### src/rtl/lr_pkg.sv
package lr_pkg;

    typedef enum logic [2:0] {
        ST_IDLE,
        ST_WAIT,
        ST_DRIVE,
        ST_PULSE,
        ST_RECOVER
    } lr_state_e;

    typedef enum logic {
        SIDE_CARD = 1'b0,
        SIDE_HOST = 1'b1
    } lr_side_e;

    typedef struct packed {
        lr_state_e state;
        lr_side_e  master;
        logic      prev_card;
        logic      prev_host;
    } lr_regs_t;

endpackage

### src/rtl/lr_sync.sv
module lr_sync #(
    parameter int WIDTH = 2
) (
    input  logic             clk,
    input  logic             rst_n,
    input  logic [WIDTH-1:0] async_i,
    output logic [WIDTH-1:0] sync_o
);
    for (genvar g = 0; g < WIDTH; g++) begin : g_lane
        logic meta_q, stable_q;
        always_ff @(posedge clk or negedge rst_n) begin
            if (!rst_n) begin
                meta_q   <= 1'b1;
                stable_q <= 1'b1;
            end else begin
                meta_q   <= async_i[g];
                stable_q <= meta_q;
            end
        end
        assign sync_o[g] = stable_q;
    end
endmodule

### src/rtl/lr_timer.sv
module lr_timer #(
    parameter int CNT_W = 4
) (
    input  logic             clk,
    input  logic             rst_n,
    input  logic             load_i,
    input  logic [CNT_W-1:0] load_val_i,
    output logic             done_o
);
    logic [CNT_W-1:0] cnt_d, cnt_q;

    always_comb begin
        cnt_d = cnt_q;
        if (load_i) begin
            cnt_d = load_val_i;
        end else if (cnt_q != '0) begin
            cnt_d = cnt_q - 1'b1;
        end
    end

    always_ff @(posedge clk or negedge rst_n) begin
        if (!rst_n) cnt_q <= '0;
        else        cnt_q <= cnt_d;
    end

    assign done_o = (cnt_q == '0);
endmodule

### src/rtl/od_line_repeater.sv
module od_line_repeater
    import lr_pkg::*;
#(
    parameter int EDGE_DLY = 3,
    parameter int PU_LEN   = 2,
    parameter int CLK_KHZ  = 16000
) (
    input  logic clk,
    input  logic rst_n,
    input  logic disable_i,
    input  logic card_in_i,
    output logic card_pd_o,
    output logic card_pu_o,
    input  logic host_in_i,
    output logic host_pd_o,
    output logic host_pu_o
);
    localparam int MAX_LEN  = (EDGE_DLY > PU_LEN) ? EDGE_DLY : PU_LEN;
    localparam int CNT_W    = $clog2(MAX_LEN + 1);
    localparam int HALF_BIT = CLK_KHZ / 2000;

    if (EDGE_DLY < 1 || PU_LEN < 1) begin : g_bad_len
        $error("EDGE_DLY and PU_LEN must both be at least one cycle");
    end
    if (EDGE_DLY + PU_LEN > HALF_BIT) begin : g_bad_rate
        $error("repeat delay plus pull-up pulse exceed half a 1 MHz bit at CLK_KHZ");
    end

    logic [1:0] sync_lvl;
    logic       card_s, host_s;
    logic       card_fall, host_fall;
    logic       tmr_load, tmr_done;
    logic [CNT_W-1:0] tmr_val;
    lr_regs_t   r_d, r_q;
    logic       master_high, slave_is_card;

    lr_sync #(.WIDTH(2)) sync_i (
        .clk     (clk),
        .rst_n   (rst_n),
        .async_i ({host_in_i, card_in_i}),
        .sync_o  (sync_lvl)
    );
    assign card_s = sync_lvl[0];
    assign host_s = sync_lvl[1];

    lr_timer #(.CNT_W(CNT_W)) tmr_i (
        .clk        (clk),
        .rst_n      (rst_n),
        .load_i     (tmr_load),
        .load_val_i (tmr_val),
        .done_o     (tmr_done)
    );

    assign card_fall   = r_q.prev_card & ~card_s;
    assign host_fall   = r_q.prev_host & ~host_s;
    assign master_high = (r_q.master == SIDE_HOST) ? host_s : card_s;

    always_comb begin
        r_d           = r_q;
        r_d.prev_card = card_s;
        r_d.prev_host = host_s;
        tmr_load      = 1'b0;
        tmr_val       = CNT_W'(EDGE_DLY - 1);
        if (disable_i) begin
            r_d.state = ST_IDLE;
        end else begin
            unique case (r_q.state)
                ST_IDLE: begin
                    // host wins a tie by fixed priority
                    if (host_fall || card_fall) begin
                        r_d.master = host_fall ? SIDE_HOST : SIDE_CARD;
                        r_d.state  = ST_WAIT;
                        tmr_load   = 1'b1;
                    end
                end
                ST_WAIT: begin
                    if (master_high) begin
                        r_d.state = ST_PULSE;
                        tmr_load  = 1'b1;
                        tmr_val   = CNT_W'(PU_LEN - 1);
                    end else if (tmr_done) begin
                        r_d.state = ST_DRIVE;
                    end
                end
                ST_DRIVE: begin
                    if (master_high) begin
                        r_d.state = ST_PULSE;
                        tmr_load  = 1'b1;
                        tmr_val   = CNT_W'(PU_LEN - 1);
                    end
                end
                ST_PULSE: begin
                    if (tmr_done) r_d.state = ST_RECOVER;
                end
                ST_RECOVER: begin
                    if (card_s && host_s) r_d.state = ST_IDLE;
                end
                default: r_d.state = ST_IDLE;
            endcase
        end
    end

    always_ff @(posedge clk or negedge rst_n) begin
        if (!rst_n) begin
            r_q <= '{state: ST_IDLE, master: SIDE_HOST, prev_card: 1'b1, prev_host: 1'b1};
        end else begin
            r_q <= r_d;
        end
    end

    assign slave_is_card = (r_q.master == SIDE_HOST);
    assign card_pd_o = (r_q.state == ST_DRIVE) &  slave_is_card;
    assign host_pd_o = (r_q.state == ST_DRIVE) & ~slave_is_card;
    assign card_pu_o = (r_q.state == ST_PULSE) &  slave_is_card;
    assign host_pu_o = (r_q.state == ST_PULSE) & ~slave_is_card;
endmodule

### config.mk
export PLATFORM = sky130hd
export DESIGN_NAME = od_line_repeater
export DESIGN_NICKNAME = d
export VERILOG_FILES = /design/src/rtl/lr_pkg.sv /design/src/rtl/lr_sync.sv /design/src/rtl/lr_timer.sv /design/src/rtl/od_line_repeater.sv
export SDC_FILE = /design/constraint.sdc
export NUM_CORES = 1
export LEC_CHECK = 0
export BUFFER_PORTS_ARGS = -buffer_cell sky130_fd_sc_hd__buf_2
export CAP_MARGIN = 20
export CORE_AREA = 2 2 39 41
export DETAILED_ROUTE_END_ITERATION = 12
export DIE_AREA = 0 0 41 43
export SKIP_CTS_REPAIR_TIMING = 1
export SLEW_MARGIN = 20
export SYNTH_ARGS = -nofsm -noshare
export SYNTH_HDL_FRONTEND = slang
export SYNTH_SLANG_ARGS = --single-unit
### constraint.sdc
create_clock -name clk -period 4.05 [get_ports clk]
set_input_delay 0 -clock clk [delete_from_list [all_inputs] [get_ports clk]]
set_output_delay 0 -clock clk [all_outputs]
set_load 0.005 [all_outputs]
Word-level counts from Yosys, hierarchy flattened --
Cells that the tools add are included.
Word-level totals: input port bits 5, register bits after elaboration 12, output and inout bits 4
Cells by class: reductions and logical operators 9, mux-type cells 19, add/sub/neg operators 1, bitwise logic cells 10, equal/unequal tests 9
Operator list (number):
- 2-to-1 mux 3 bit | 6
- case mux 3 bit (5 select lines) | 1
- inequality test 3 bit, second input constant | 4
- 2-to-1 mux 2 bit | 5
- AND 1 bit | 6
- == test 3 x 2 -> 1 bit, second input constant | 2
- 2-to-1 mux 1 bit | 5
- AND reduction 5 bit | 1
- 2-to-1 mux 4 bit | 1
- inequality test 4 bit, second input constant | 1
- inverter 1 bit | 4
- nonzero test 2 bit | 2
- == test 3 x 1 -> 1 bit, second input constant | 1
- == test 3 bit, second input constant | 1
- logical NOT 3 bit | 1
- AND reduction 3 bit | 1
- logical NOT 2 bit | 1
- case mux 1 bit (2 select lines) | 1
- OR reduction 2 bit | 1
- subtractor 2 x 1 -> 2 bit, second input constant | 1
- logical AND 1 bit | 1
- logical OR 1 bit | 1

Logic depth before layout (Yosys ltp) --
word-level depth 7, gate-level depth with buffers 6, gate-level depth less buffers 5

By module --
Synthesis repeated with hierarchy kept, for this count alone.
Unflattened totals: cell total of the unflattened synthesis 53, area total of the unflattened synthesis 613.1 um^2
By module, submodules not included:
- od_line_repeater | sequential area each 153.9 um^2, area an instance 379.1 um^2, cells each 35, times used 1
- lr_sync | sequential area each 105.1 um^2, area an instance 120.1 um^2, cells each 6, times used 1
- lr_timer | sequential area each 50.0 um^2, area an instance 113.9 um^2, cells each 12, times used 1

Worst setup path after synthesis --
Ideal clock, no wire load.
path type flip-flop to flip-flop, start reg r_q (netlist bit slave_is_card), end reg tmr_i.cnt_q[0], library setup time 118 ps, data arrival time 1165 ps, stages on the path, launching flop included 4, period minus slack after synthesis 1283 ps, path buffers 0, path slack 2767 ps, cell sequence dfstp_2 > mux2_4 > and3_1 > a21o_1
On the way: cells in the longest elaborated chain, start to end 5, elaborated cells between the ends (all ways) 9, those cells by class 8 x mux; 1 x reduce/logical
RTL lines:
- start: declaration | line od_line_repeater.sv:34 | lr_regs_t r_d, r_q;
- start signal: assignment | line od_line_repeater.sv:105 | r_q <= '{state: ST_IDLE, master: SIDE_HOST, prev_card: 1'b1, prev_host: 1'b1};
- start signal: assignment | line od_line_repeater.sv:107 | r_q <= r_d;
- 2-to-1 mux 1 bit * | line od_line_repeater.sv:56 | assign master_high = (r_q.master == SIDE_HOST) ? host_s : card_s;
- 2-to-1 mux 1 bit / 2-to-1 mux 2 bit (equally long branches) | line od_line_repeater.sv:77, od_line_repeater.sv:86
- case mux 1 bit (2 select lines) / 2-to-1 mux 2 bit (equally long branches)
- 2-to-1 mux 1 bit / 2-to-1 mux 2 bit (equally long branches) | line od_line_repeater.sv:64 | if (disable_i) begin
- 2-to-1 mux 2 bit / nonzero test 2 bit (equally long branches)
- end signal: assignment | line lr_timer.sv:23 | else cnt_q <= cnt_d;
- end: declaration | line lr_timer.sv:10 | logic [CNT_W-1:0] cnt_d, cnt_q;
Every way passes the cells marked *; elsewhere a longest branch is shown, timed or not. A chain may end at the register's enable or synchronous reset.

Worst setup path in the final report --
start reg r_q[4] (netlist name), end out card_pd_o
On the way: cells in the longest elaborated chain, start to end 2
RTL lines:
- == test 3 x 2 -> 1 bit | line od_line_repeater.sv:112 | assign card_pd_o = (r_q.state == ST_DRIVE) & slave_is_card;
- AND 1 bit | line od_line_repeater.sv:112
- end: declaration | line od_line_repeater.sv:12 | output logic card_pd_o,
No other way between the ends.

==> impl_metrics.toml <==
[placed_design]
gp_congestion = 0.6881
post-place-cells = 73
hpwl_um = 710.7
port_buffers = 8

[synthesis]
syn-instance-count = 52
synth.ff_latch_count = 12
ys.flop_type = "dfstp_2"
post-synth-top-count-cell = "dfstp_2"
ys_seq_area_frac = 0.5323
avgSynthCellArea_um2 = 11.16
syn_nets = 58
synth_area_um2 = 580.6
synth_area_leaders = "dfstp_2, dfrtp_1, buf_6"
synth_top_area_cell = "dfstp_2"
yosys_warnings = 0
ys_types = 28
synth-edff-count = 0
async_flop_share = 1.000
synth.top_cell.area_share = 0.3168
synth_common_cells = "dfstp_2, dfrtp_1, inv_1, nor2_1"

[global_routing]
grtUsageTotal = 0.1395
overflow = 0
grt_pass1_vias = 368
antenna_found_initial = 0
grt_pass1_wl_mm = 1.593
grt_max_degree = 13

[floorplanning]
start_util = 0.4195
ioPinCount = 9
rows = 14
die_x_um = 41
fp.coreArea_mm2 = 0.001384
die_area_mm2 = 0.001763
die_h_um = 43

[critical_path]
worstReg2RegEnd = "tmr_i.cnt_q[0]"
critPathCaptureType = "primary output"
crit_arrival_ps = 1430
required_ps = 4050
reg2reg_depth = 3
start_kind = "register"
r2r_start = "slave_is_card"
critical_path_class = "reg -> out"
reg2reg_slack_ps = 2710
worst-path-max-fanout = 9

[finish]
instances_no_fill = 81
diodes = 0
drive_above_1_share = 0.3692
nets = 72
fill_cells = 125
area_growth_pct = 18.97

[timing]
skew_ps = 9.873
period_minus_slack_ps = 1432
finalMaxSlewViolations = 0
hold_ws_ps = 127.6
fmax_mhz = 698.4
final_hold_viol_count = 0
worst_pin_slew_ps = 296.9
fin_crit_sh = 0.3535
rsz0062_at_grt = "false"
fin_tns_setup_ps = 0
relSlewSlack = 0.8021
setup_violations = 0

[cts]
htree_levels = 1
clock_sinks = 12
clock_path_buffers = 2
cts_buffers = 3
cts_tree = "done"
clockRootBuffer = "clkbuf_4"
insertion_delay_ps = 270
clkTransAtPathRegs_ps = 80

[route]
viasPerCell = 5.000
detail-route-antenna-nets = 0
first_iter_violations = 2
wl_um = 930
drc_errors = 0
wl_per_cell_um = 11.48
firstDrtPassIters = 3
vias = 405

[outcome]
outcome = "complete, no violations"

[pwr]
powerDensity_mw_per_mm2 = 546.8
max-vdd-ir-drop_mv = 0.2317
leakagePower_nw = 0.3192

[worst_hold_path]
hp-class = "in -> async"

[run]
drv_cap = 0
==> cell families (layout without fill, tap and decap cells) <==
logic type	Yosys count	count (layout)	synth area share
adders and majority gates	1	1	0.02155
buffers and inverters	7	20	0.07110
xor gates and xnor gates	2	2	0.03018
and+or+nand+nor	17	17	0.1703
DFF	12	12	0.5323
muxes	2	2	0.04525
AOI/OAI and AO/OA	11	11	0.1293
==> layout make-up <==
type                       count  area (um2)  area share
sequential                    12       309.0      0.4475
multi-input combinational     33       230.2      0.3333
timing repair buffer          12       80.08      0.1159
clock buffer                   4       36.28     0.05254
tap                           16       20.02     0.02899
inverter                       4       15.01     0.02174
==> metal layers <==
layer  global-route usage  share of wire  vias to the layer above
li1                     -              -                      203
met1               0.1582           0.46                      191
met2               0.2156           0.48                        9
met3              0.04712          0.046                        2
met4              0.08000          0.015                        0
met5                    0              0                        -
==> flip-flops by register name (all words and copies together) (netlist names) <==
signal,cells
tmr_i.cnt_q,2
slave_is_card,1
sync_i.g_lane.stable_q,2
r_q,5
sync_i.g_lane.meta_q,2
==> layout by cell type, fill, tap and decap left out, types with 3 or more instances in the layout <==
| cell | count |
|---|---|
| a21oi_1 | 3 |
| buf_2 | 8 |
| clkbuf_4 | 3 |
| dfrtp_1 | 5 |
| dfstp_2 | 7 |
| dlygate4sd3_1 | 4 |
| inv_1 | 4 |
| nand2_1 | 3 |
| nor2_1 | 4 |
| nor3_1 | 3 |
==> worst max-delay path by stage <==
stage | from | to | slack [ps] | cells after the start
2_1_floorplan | slave_is_card | tmr_i.cnt_q[0] | 2770 | 3
3_3_place_gp | slave_is_card | tmr_i.cnt_q[0] | 2740 | 3
3_5_place_dp | slave_is_card | tmr_i.cnt_q[0] | 2720 | 3
4_1_cts | r_q[4] | card_pd_o | 2620 | 3
5_1_grt | r_q[4] | card_pd_o | 2500 | 3
6_report | r_q[4] | card_pd_o | 2620 | 3
==> stage by stage <==
stage | utilization | setup slack (ps) | area (um2) | total power [mW]
after floorplan | - | 2767 | 580.6 | 0.2700
after global placement | 0.4439 | 2741 | 614.3 | 0.2842
after detailed placement | 0.4439 | 2724 | 614.3 | 0.2854
after CTS | 0.4702 | 2615 | 650.6 | 0.3792
after global routing | 0.4991 | 2503 | 690.7 | 0.4116
final | 0.4991 | 2618 | 690.7 | 0.3776
==> worst max-delay path, stage by stage, from the launching register on <==
cell and delay (ps):
dfrtp_1 520, or3b_4 440, nor2_1 90, buf_2 110
==> power breakdown <==
| group | switching (mW) | total [mW] | internal, mW |
|---|---|---|---|
| logic | 0.0534 | 0.113 | 0.0593 |
| clock network | 0.0384 | 0.0929 | 0.0545 |
| registers | 0.0246 | 0.172 | 0.147 |
| total | 0.116 | 0.378 | 0.261 |
(Power assumes the default switching activity.)
